`config.mk`:
```
export PLATFORM = sky130hd
export DESIGN_NAME = onewr_rom_layer
export DESIGN_NICKNAME = d
export VERILOG_FILES = /design/src/rtl/onewr_pkg.sv /design/src/rtl/onewr_rom_image.sv /design/src/rtl/onewr_cmd_decode.sv /design/src/rtl/onewr_mode_flags.sv /design/src/rtl/onewr_rom_layer.sv
export SDC_FILE = /design/constraint.sdc
export NUM_CORES = 1
export LEC_CHECK = 0
export CORE_ASPECT_RATIO = 0.75
export CORE_MARGIN = 10
export CORE_UTILIZATION = 50
export DETAILED_ROUTE_END_ITERATION = 12
export HOLD_SLACK_MARGIN = 0.15
export PLACE_DENSITY = 0.67
export SYNTH_ARGS = -nofsm -noshare
export SYNTH_HDL_FRONTEND = slang
export SYNTH_SLANG_ARGS = --single-unit
```
`constraint.sdc`:
```
create_clock -name clk -period 6.4 [get_ports clk]
set_clock_uncertainty 0.2 [all_clocks]
set_input_delay 1.28 -clock clk [delete_from_list [all_inputs] [get_ports clk]]
set_output_delay 1.28 -clock clk [all_outputs]
set_load 0.02 [all_outputs]
```
`src/rtl/onewr_pkg.sv`:
```
package onewr_pkg;

  localparam logic [7:0] OP_READ     = 8'h33;
  localparam logic [7:0] OP_MATCH    = 8'h55;
  localparam logic [7:0] OP_SEARCH   = 8'hF0;
  localparam logic [7:0] OP_SKIP     = 8'hCC;
  localparam logic [7:0] OP_OD_SKIP  = 8'h3C;
  localparam logic [7:0] OP_OD_MATCH = 8'h69;
  localparam logic [7:0] OP_RESUME   = 8'hA5;

  typedef enum logic [2:0] {
    CK_READ, CK_MATCH, CK_SEARCH, CK_SKIP,
    CK_OD_SKIP, CK_OD_MATCH, CK_RESUME, CK_BAD
  } cmd_kind_e;

  typedef enum logic [2:0] {
    ST_QUIET, ST_CMD, ST_READ, ST_MATCH,
    ST_SRCH_BIT, ST_SRCH_CMP, ST_SRCH_DIR, ST_GRANT
  } rom_st_e;

  // One step of the 8-stage CRC shift register, x^8+x^5+x^4+1.
  function automatic logic [7:0] crc8_step(input logic [7:0] c, input logic b);
    logic fb;
    logic [7:0] n;
    fb   = c[0] ^ b;
    n[7] = fb;
    n[6] = c[7];
    n[5] = c[6];
    n[4] = c[5];
    n[3] = c[4] ^ fb;
    n[2] = c[3] ^ fb;
    n[1] = c[2];
    n[0] = c[1];
    return n;
  endfunction

  function automatic logic is_overdrive(input cmd_kind_e k);
    return (k == CK_OD_SKIP) || (k == CK_OD_MATCH);
  endfunction

endpackage

```
`src/rtl/onewr_rom_image.sv`:
```
module onewr_rom_image #(
  parameter int FAM_W = 8,
  parameter int SER_W = 48,
  parameter logic [FAM_W-1:0] FAMILY_CODE = '0,
  parameter logic [SER_W-1:0] SERIAL_NUM  = '0,
  localparam int BODY_W = FAM_W + SER_W,
  localparam int ID_W   = BODY_W + 8,
  localparam int IW     = $clog2(ID_W)
) (
  input  logic [IW-1:0] idx_i,
  output logic          bit_o
);

  function automatic logic [7:0] crc_over(input logic [BODY_W-1:0] body);
    logic [7:0] c;
    c = 8'h00;
    for (int i = 0; i < BODY_W; i++) c = onewr_pkg::crc8_step(c, body[i]);
    return c;
  endfunction

  localparam logic [BODY_W-1:0] BODY  = {SERIAL_NUM, FAMILY_CODE};
  localparam logic [ID_W-1:0]   IMAGE = {crc_over(BODY), BODY};

  assign bit_o = IMAGE[idx_i];

endmodule

```
`src/rtl/onewr_cmd_decode.sv`:
```
module onewr_cmd_decode
  import onewr_pkg::*;
(
  input  logic [7:0] code_i,
  output cmd_kind_e  kind_o
);

  always_comb begin
    unique case (code_i)
      OP_READ:     kind_o = CK_READ;
      OP_MATCH:    kind_o = CK_MATCH;
      OP_SEARCH:   kind_o = CK_SEARCH;
      OP_SKIP:     kind_o = CK_SKIP;
      OP_OD_SKIP:  kind_o = CK_OD_SKIP;
      OP_OD_MATCH: kind_o = CK_OD_MATCH;
      OP_RESUME:   kind_o = CK_RESUME;
      default:     kind_o = CK_BAD;
    endcase
  end

endmodule

```
`src/rtl/onewr_mode_flags.sv`:
```
module onewr_mode_flags (
  input  logic clk,
  input  logic rst_n,
  input  logic od_set_i,
  input  logic od_clr_i,
  input  logic rc_set_i,
  input  logic rc_clr_i,
  output logic od_o,
  output logic rc_o
);

  always_ff @(posedge clk or negedge rst_n) begin
    if (!rst_n) begin
      od_o <= 1'b0;
      rc_o <= 1'b0;
    end else begin
      if (od_clr_i)      od_o <= 1'b0;
      else if (od_set_i) od_o <= 1'b1;
      if (rc_set_i)      rc_o <= 1'b1;
      else if (rc_clr_i) rc_o <= 1'b0;
    end
  end

endmodule

```
`src/rtl/onewr_rom_layer.sv`:
```
module onewr_rom_layer
  import onewr_pkg::*;
#(
  parameter int FAM_W = 8,
  parameter int SER_W = 48,
  parameter logic [FAM_W-1:0] FAMILY_CODE = 8'hB3,
  parameter logic [SER_W-1:0] SERIAL_NUM  = 48'h0000_5A3C_91E7
) (
  input  logic clk,
  input  logic rst_n,
  input  logic bus_rst_i,
  input  logic bus_rst_long_i,
  input  logic rx_stb_i,
  input  logic rx_bit_i,
  input  logic tx_stb_i,
  output logic tx_pull_low_o,
  output logic fn_grant_o,
  output logic od_mode_o,
  output logic resume_o
);

  localparam int ID_W  = FAM_W + SER_W + 8;
  localparam int IW    = $clog2(ID_W);
  localparam int CMD_W = 8;

  rom_st_e          st_q, st_d;
  logic [IW-1:0]    idx_q, idx_d;
  logic [CMD_W-2:0] cmd_sr_q, cmd_sr_d;

  // Named internal events (also observed by the checker).
  logic       ev_rx, ev_tx;
  logic       last_id_bit, last_cmd_bit;
  logic       ev_cmd_done;
  logic       ev_seq_fail, ev_seq_win, ev_read_done;
  logic       my_bit, dir_agrees;
  logic [7:0] cmd_byte;
  cmd_kind_e  cmd_kind;

  assign ev_rx        = rx_stb_i & ~bus_rst_i;
  assign ev_tx        = tx_stb_i & ~bus_rst_i;
  assign last_id_bit  = (idx_q == IW'(ID_W - 1));
  assign last_cmd_bit = (idx_q == IW'(CMD_W - 1));
  assign cmd_byte     = {rx_bit_i, cmd_sr_q};
  assign ev_cmd_done  = ev_rx && (st_q == ST_CMD) && last_cmd_bit;
  assign dir_agrees   = (rx_bit_i == my_bit);
  assign ev_seq_fail  = ev_rx && ((st_q == ST_MATCH) || (st_q == ST_SRCH_DIR)) && !dir_agrees;
  assign ev_seq_win   = ev_rx && ((st_q == ST_MATCH) || (st_q == ST_SRCH_DIR)) && dir_agrees && last_id_bit;
  assign ev_read_done = ev_tx && (st_q == ST_READ) && last_id_bit;

  onewr_rom_image #(
    .FAM_W(FAM_W), .SER_W(SER_W),
    .FAMILY_CODE(FAMILY_CODE), .SERIAL_NUM(SERIAL_NUM)
  ) u_image (
    .idx_i(idx_q),
    .bit_o(my_bit)
  );

  onewr_cmd_decode u_decode (
    .code_i(cmd_byte),
    .kind_o(cmd_kind)
  );

  onewr_mode_flags u_flags (
    .clk     (clk),
    .rst_n   (rst_n),
    .od_set_i(ev_cmd_done && is_overdrive(cmd_kind)),
    .od_clr_i(bus_rst_i && bus_rst_long_i),
    .rc_set_i(ev_seq_win),
    .rc_clr_i(ev_cmd_done && (cmd_kind != CK_RESUME)),
    .od_o    (od_mode_o),
    .rc_o    (resume_o)
  );

  // Where a decoded command leads.
  function automatic rom_st_e dispatch(input cmd_kind_e k, input logic rc);
    case (k)
      CK_READ:                 return ST_READ;
      CK_MATCH, CK_OD_MATCH:   return ST_MATCH;
      CK_SEARCH:               return ST_SRCH_BIT;
      CK_SKIP, CK_OD_SKIP:     return ST_GRANT;
      CK_RESUME:               return rc ? ST_GRANT : ST_QUIET;
      default:                 return ST_QUIET;
    endcase
  endfunction

  always_comb begin
    st_d     = st_q;
    idx_d    = idx_q;
    cmd_sr_d = cmd_sr_q;
    if (bus_rst_i) begin
      st_d  = ST_CMD;
      idx_d = '0;
    end else begin
      unique case (st_q)
        ST_CMD: if (ev_rx) begin
          cmd_sr_d = {rx_bit_i, cmd_sr_q[CMD_W-2:1]};
          if (last_cmd_bit) begin
            st_d  = dispatch(cmd_kind, resume_o);
            idx_d = '0;
          end else begin
            idx_d = idx_q + 1'b1;
          end
        end
        ST_READ: if (ev_tx) begin
          if (last_id_bit) st_d = ST_GRANT;
          else             idx_d = idx_q + 1'b1;
        end
        ST_MATCH: if (ev_rx) begin
          if (!dir_agrees)      st_d = ST_QUIET;
          else if (last_id_bit) st_d = ST_GRANT;
          else                  idx_d = idx_q + 1'b1;
        end
        ST_SRCH_BIT: if (ev_tx) st_d = ST_SRCH_CMP;
        ST_SRCH_CMP: if (ev_tx) st_d = ST_SRCH_DIR;
        ST_SRCH_DIR: if (ev_rx) begin
          if (!dir_agrees) begin
            st_d = ST_QUIET;
          end else if (last_id_bit) begin
            st_d = ST_GRANT;
          end else begin
            st_d  = ST_SRCH_BIT;
            idx_d = idx_q + 1'b1;
          end
        end
        default: ;
      endcase
    end
  end

  always_ff @(posedge clk or negedge rst_n) begin
    if (!rst_n) begin
      st_q     <= ST_QUIET;
      idx_q    <= '0;
      cmd_sr_q <= '0;
    end else begin
      st_q     <= st_d;
      idx_q    <= idx_d;
      cmd_sr_q <= cmd_sr_d;
    end
  end

  always_comb begin
    unique case (st_q)
      ST_READ, ST_SRCH_BIT: tx_pull_low_o = ~my_bit;
      ST_SRCH_CMP:          tx_pull_low_o = my_bit;
      default:              tx_pull_low_o = 1'b0;
    endcase
  end

  assign fn_grant_o = (st_q == ST_GRANT);

endmodule

```
==> qor.csv, run 1 <==
stage;metric;value;unit
status;status;complete, no violations;
placement;hpwl;2.67;mm
sta;setup_viol;0;
global_routing;antenna_found_initial;0;
worst_hold_path;hp-class;register to register;
synth;syn_area_per_cell;8.63;sq um
critical_path;crit_path_end_kind;primary output;
sta;max_freq;0.232;GHz
sta;tns;0;ns
global_routing;grt_pass1_vias;1285;
floorplanning;io_pins;11;
detailed_routing;routed_via_density;6.48;
detailed_routing;wl_per_cell;16.5;um
clock_tree;cts.sinks;18;
critical_path;worstReg2RegStart;idx_q[0];
layout;drive_gt1_share;10.9;%
critical_path;cp_data_required_time;4.92;ns
critical_path;cp-endpoint;tx_pull_low_o;
sta;hold_ws;0.360;ns
synth;synth_compound_area_share;24.6;%
global_routing;track_usage;13.2;%
critical_path;rrSetupSlack;3.59;ns
layout;fillers;267;
synth;synth_edf_count;0;
clock_tree;cts_setup_buffers;0;
critical_path;arrival;2.84;ns
sta;slew_violations;0;
critical_path;cp_slowest_cell;clkdlybuf4s50_1;
synth;post_synth_and_or_nand_nor_area_fraction;25.5;%
floorplanning;die_area;5760;sq um
critical_path;cp_top_family;buffers and inverters;
detailed_routing;wl;3.67;mm
sta;rsz0062_at_grt;false;
placement;io_buffers;10;
layout;area_growth;7.89;%
synth;synth_cells;180;
floorplanning;core_area;2960;sq um
floorplanning;placementRows;17;
detailed_routing;met2_length;1.59;mm
pwr;p_per_area;205;nW/um^2
detailed_routing;drtPass1Iterations;4;
critical_path;worstPathMaxFanout;6;
floorplanning;initial_core_util;52.6;%
synth;yosysSeqAreaShare;29.0;%
clock_tree;insertion_delay;0.26;ns
pwr;ir_drop;0.145;mV
detailed_routing;ant_nets;0;
critical_path;critical_path_depth;8;
critical_path;start_kind;register;
detailed_routing;wl_met1;1.73;mm
synth;synthArstFlopShare;100;%
sta;worst_slew_pin_slew;0.849;ns
critical_path;crit_type;register to primary output;
detailed_routing;top_layer;met4;
clock_tree;postCtsHoldBufs;0;
critical_path;path_common_cell;o31ai_1;
sta;hold_viol;0;
synth;synthXorXnorAreaFrac;2.82;%
global_routing;grt_remaining_overflow;0;
critical_path;crit_start;idx_q[0];
detailed_routing;wl_met3;304;um
critical_path;regToRegEndpoint;idx_q[2];
layout;antenna_cells;0;
sta;maxSlewHeadroom;43.2;%
detailed_routing;first_iter_violations;174;
clock_tree;htreeDepth;1;
clock_tree;clkSlewWorstSetupHoldPaths;0.08;ns
clock_tree;cts_buffers;3;
synth;synth_fa_ha_area_share;3.22;%
synth;yosysWarningCount;0;
floorplanning;die_w;84.4;um
layout;multi_input_area;997;sq um
sta;finalCritPeriodShare;67.5;%
global_routing;grt_first_pass_wirelength;6.29;mm
critical_path;critPathMaxStageDelay;0.65;ns
detailed_routing;vias;1438;
synth;synth_top_family_by_area;simple AND/OR/NAND/NOR gates;
synth;mappedNetlistArea;1550;sq um
clock_tree;tritoncts;yes;
floorplanning;die_h;68.3;um
synth;synthMuxAreaShare;7.97;%
sta;min_period;4.32;ns
layout;fin_nets;196;
critical_path;crit_chain;inv_1 > ha_1 > nand3b_1 > o31ai_1 > o21ai_0 > mux2i_1 > o31ai_1 > clkdlybuf4s50_1;
critical_path;r2r_cells;9;
synth;ys.flop_type;dfrtp_1;
layout;regArea;450;sq um
global_routing;grt_start_max_net_pins;21;
synth;synth_fp_nets;191;
flow_run;cap_viol_max_count;0;
pwr;p_leak;0.663;nW
synth;ys_types;56;
placement;place_congestion;0.907;
critical_path;path_buf_inv;2;
synth;yosys_register_bits;18;
clock_tree;cts_max_path_buffers;2;
clock_tree;cts-root-buf;clkbuf_8;
detailed_routing;remaining_drc_errors;0;
clock_tree;post_cts_resize_count;0;
-- layout by cell type (no fill, tap or decap), drive strengths merged, types with 5 or more instances in the layout --
| cell | instances |
|---|---|
| a21oi | 6 |
| and3 | 6 |
| clkdlybuf4s50 | 10 |
| dfrtp | 18 |
| inv | 7 |
| mux2 | 8 |
| nand2 | 22 |
| nor2 | 16 |
| nor4bb | 7 |
| o21ai | 9 |
| o31ai | 5 |
-- Yosys cell counts (4+ instances only) --
cell type | instances | area [sq um]
mux2_2 | 7 | 78.8
o21ai_0 | 9 | 45.0
xor2_1 | 4 | 35.0
ha_1 | 4 | 50.1
buf_6 | 5 | 56.3
nor2_1 | 16 | 60.1
a21oi_1 | 6 | 30.0
dfrtp_1 | 18 | 450
nor4bb_1 | 7 | 70.1
and3_1 | 4 | 25.0
o31ai_1 | 5 | 37.5
nor3_1 | 4 | 20.0
nand2_1 | 22 | 82.6
inv_1 | 7 | 26.3
-- kinds of logic (layout without fill, tap and decap cells) --
family	count (synthesis)	count (layout)
AND/OR/NAND/NOR	72	72
AO/OA/AOI/OAI	53	53
flip-flops	18	18
buffers and inverters	17	21
multiplexers	11	11
XOR/XNOR	5	5
adder cells (fa/ha/maj)	4	4
-- final cells by class --
| cell class | instances | area share (%) |
|---|---|---|
| Timing Repair Buffer | 10 | 5.97 |
| Inverter | 7 | 1.57 |
| Multi-Input combinational cell | 145 | 59.5 |
| Tap cell | 38 | 2.84 |
| Clock buffer | 4 | 3.28 |
| Sequential cell | 18 | 26.9 |
-- worst min path at each step --
stage	start	to	slack, ns	cells after the start
finish	u_flags.od_o	u_flags.od_o	0.36	2
global route	u_flags.od_o	u_flags.od_o	0.42	2
CTS	u_flags.od_o	u_flags.od_o	0.37	2
detailed placement	u_flags.od_o	u_flags.od_o	0.33	2
global placement	u_flags.od_o	u_flags.od_o	0.34	2
floorplan	cmd_sr_q[3]	cmd_sr_q[3]	0.35	1
-- per-stage QoR --
step	std cells	total power [W]	util, %	area (sq um)	worst slack [ns]
5_1_grt	222	0.000367	56.7	1680	1.89
2_1_floorplan	180	0.000225	-	1550	2.97
4_1_cts	222	0.000346	56.7	1680	2.12
3_5_place_dp	218	0.000250	54.8	1620	2.42
6_report	222	0.000343	56.7	1680	2.08
3_3_place_gp	218	0.000246	54.8	1620	2.61
-- sequential cells by signal, summed over array words and instances (netlist names) --
| register | count |
|---|---|
| cmd_sr_q | 7 |
| idx_q | 6 |
| st_q | 3 |
| u_flags.od_o | 1 |
| u_flags.rc_o | 1 |
-- tightest hold or removal path: stages, from the launching register on --
cell and delay [ns]:
dfrtp_1 0.36, a31oi_1 0.05, a21oi_1 0.11
-- where the power goes --
part           internal (W)  switching [W]
combinational     0.0000465      0.0000366
sequential         0.000134      0.0000315
clock             0.0000547      0.0000398
total              0.000235       0.000108
-- layer usage --
metal | GRT usage (%) | vias up
met5 | 0 | -
met4 | 4.92 | 0
met3 | 4.03 | 4
met2 | 19.8 | 60
met1 | 17.4 | 689
li1 | - | 685
Power figures use the tool's default switching activity.
==> run 2, diff against run 1 <==
--- a/config.mk
+++ b/config.mk
@@ -10,7 +10,7 @@
 export CORE_UTILIZATION = 50
 export DETAILED_ROUTE_END_ITERATION = 12
 export HOLD_SLACK_MARGIN = 0.15
-export PLACE_DENSITY = 0.67
+export PLACE_DENSITY = 0.69
 export SYNTH_ARGS = -nofsm -noshare
 export SYNTH_HDL_FRONTEND = slang
 export SYNTH_SLANG_ARGS = --single-unit
==> constraint.sdc (replaced) <==
create_clock -name clk -period 3.8 [get_ports clk]
set_clock_uncertainty 0.2 [all_clocks]
set_input_delay 0.76 -clock clk [delete_from_list [all_inputs] [get_ports clk]]
set_output_delay 0.76 -clock clk [all_outputs]
set_load 0.02 [all_outputs]
==> run 2 against run 1 <==
Effect of this change: core utilization grew 0.85 points; non-clock buffer count grew 2; first-iteration DRC count shrank 37%; via count shrank 0.42%; sequential power grew 69%; critical path type unchanged; register-to-register slack lost 2.5 ns.
==> qor.csv, run 2 (synthesized netlist as in run 1, its figures left out) <==
stage;metric;value;unit;change
global_routing;grt_remaining_overflow;0;;unchanged
detailed_routing;first_iter_violations;110;;-37%
layout;largest_register_ffs;7;;unchanged
worst_hold_path;hp-start;u_flags.od_o;;
global_routing;track_usage;12.3;%;-0.83 points
clock_tree;cts_setup_buffers;0;;unchanged
global_routing;grt_first_pass_wirelength;5.98;mm;-5.0%
detailed_routing;wl_per_cell;15.7;um;-5.3%
critical_path;crit_type;register to primary output;;
layout;drive_gt1_share;12.4;%;+1.5 points
sta;hold_ws;0.359;ns;-0.00124 ns
critical_path;worstReg2RegStart;idx_q[0];;
floorplanning;placementRows;17;;unchanged
global_routing;grt_pass1_vias;1248;;-2.9%
sta;setup_viol;0;;unchanged
global_routing;antenna_found_initial;0;;unchanged
placement;hpwl;2.61;mm;-2.2%
sta;slew_violations;0;;unchanged
critical_path;r2r_cells;9;;unchanged
layout;antenna_cells;0;;unchanged
detailed_routing;vias;1432;;-0.42%
critical_path;regToRegEndpoint;idx_q[2];;
floorplanning;io_pins;11;;unchanged
critical_path;path_buf_inv;2;;unchanged
global_routing;grt_start_max_net_pins;21;;unchanged
clock_tree;cts-root-buf;clkbuf_8;;
layout;final_common_cell;nand2_1;;
pwr;p_per_area;339;nW/um^2;+66%
sta;finalCritPeriodShare;86.4;%;
layout;area_growth;9.50;%;
critical_path;critical_path_depth;8;;unchanged
critical_path;cp_slowest_cell;dfrtp_1;;
detailed_routing;routed_via_density;6.39;;-1.3%
layout;finalInstanceArea;1700;sq um;+1.5%
clock_tree;cts_buffers;3;;unchanged
critical_path;worstPathMaxFanout;6;;unchanged
detailed_routing;wl;3.51;mm;-4.4%
critical_path;cp_top_family;compound AO/OA/AOI/OAI gates;;
sta;rsz0062_at_grt;false;;
placement;io_buffers;10;;unchanged
detailed_routing;drtPass1Iterations;4;;unchanged
critical_path;crit_start;idx_q[0];;
clock_tree;insertion_delay;0.26;ns;about the same
clock_tree;tritoncts;yes;;
critical_path;start_kind;register;;
placement;dp_slack;0.379;ns;-2.04 ns
pwr;ir_drop;0.393;mV;+170%
floorplanning;core_area;2960;sq um;unchanged
critical_path;cp_data_required_time;2.84;ns;-2.08 ns
layout;post-route-util;57.6;%;+0.85 points
layout;reg.largest.list;cmd_sr_q: 7 flops, idx_q: 6 flops, st_q: 3 flops;;
floorplanning;initial_core_util;52.6;%;unchanged
critical_path;crit_path_end_kind;primary output;;
sta;maxSlewHeadroom;46.0;%;+2.7 points
critical_path;crit_chain;inv_1 > ha_1 > nand3b_1 > o31ai_1 > o21ai_0 > mux2i_1 > o31ai_1 > dlymetal6s2s_1;;
clock_tree;cts.sinks;18;;unchanged
clock_tree;cts_max_path_buffers;2;;unchanged
critical_path;rrSetupSlack;1.08;ns;-2.51 ns
sta;min_period;3.28;ns;
critical_path;arrival;2.32;ns;-0.52 ns
detailed_routing;remaining_drc_errors;0;;unchanged
sta;worst_slack;0.518;ns;-1.56 ns
sta;worst_slew_pin_slew;0.808;ns;-0.0408 ns
worst_hold_path;hp-class;register to register;;
detailed_routing;ant_nets;0;;unchanged
placement;place_congestion;0.925;;+2.0%
sta;hold_viol;0;;unchanged
critical_path;cp-endpoint;tx_pull_low_o;;
sta;max_freq;0.305;GHz;
clock_tree;htreeDepth;1;;unchanged
floorplanning;die_area;5760;sq um;unchanged
placement;place_area;1640;sq um;+0.93%
flow_run;cap_viol_max_count;0;;unchanged
sta;tns;0;ns;unchanged
layout;final_cell_mix;nand2_1, dfrtp_1, nor2_1;;
floorplanning;die_w;84.4;um;unchanged
floorplanning;die_h;68.3;um;unchanged
clock_tree;clkSlewWorstSetupHoldPaths;0.07;ns;about the same
critical_path;critPathMaxStageDelay;0.43;ns;-0.22 ns
pwr;p_leak;0.693;nW;+4.5%
layout;fin_nets;198;;+1.0%
layout;top_register;cmd_sr_q;;
critical_path;path_common_cell;o31ai_1;;
status;status;complete, no violations;;
-- run 2: changes by cell type in the layout (fill, tap and decap cells not counted), sizes merged --
cell,change
buf,+2
dlymetal6s2s,+1
clkdlybuf4s50,-1
-- run 2: worst min-delay path, cell delays in order (launching register included) --
cell and delay [ns]:
dfrtp_1 0.36, a31oi_1 0.05, a21oi_1 0.11
-- run 2: layout make-up --
| class | instances | area (sq um) |
|---|---|---|
| clock buffer | 4 | 55.1 |
| inverter | 7 | 26.3 |
| fill | 270 | 1250 |
| tap | 38 | 47.5 |
| timing repair buffer | 12 | 118 |
| multi-input combinational | 145 | 1000 |
| sequential | 18 | 450 |
-- run 2: worst min path at each step --
stage	endpoint	depth (start not counted)	slack, ns
2_1_floorplan	cmd_sr_q[0]	0	0.26
3_3_place_gp	u_flags.od_o	2	0.33
3_5_place_dp	u_flags.od_o	2	0.34
4_1_cts	u_flags.od_o	2	0.37
5_1_grt	u_flags.od_o	2	0.42
6_report	u_flags.od_o	2	0.36
-- run 2: routing by layer --
layer	up-vias	track usage, %	share of wire (%)
met5	-	0	0
met4	0	3.69	0.66
met3	2	3.20	6.2
met2	46	18.1	44
met1	701	17.3	50
li1	683	-	-
-- run 2: power breakdown --
part | total (W) | leakage [nW] | internal, W | switching [W]
logic | 0.000142 | 0.433 | 0.0000799 | 0.0000621
clock network | 0.000155 | 0.0288 | 0.0000921 | 0.0000634
registers | 0.000279 | 0.231 | 0.000225 | 0.0000537
total | 0.000577 | 0.693 | 0.000397 | 0.000179
-- run 2: metrics by stage --
step	power, W	std cells
2_1_floorplan	0.000379	180
3_3_place_gp	0.000415	220
3_5_place_dp	0.000422	220
4_1_cts	0.000581	224
5_1_grt	0.000615	224
6_report	0.000577	224
-- run 2: what timing repair did --
item	in CTS	in global routing
resized for setup	0	2
endpoints found under the hold margin	0	0
hold buffers	0	0
setup endpoints to repair	0	1
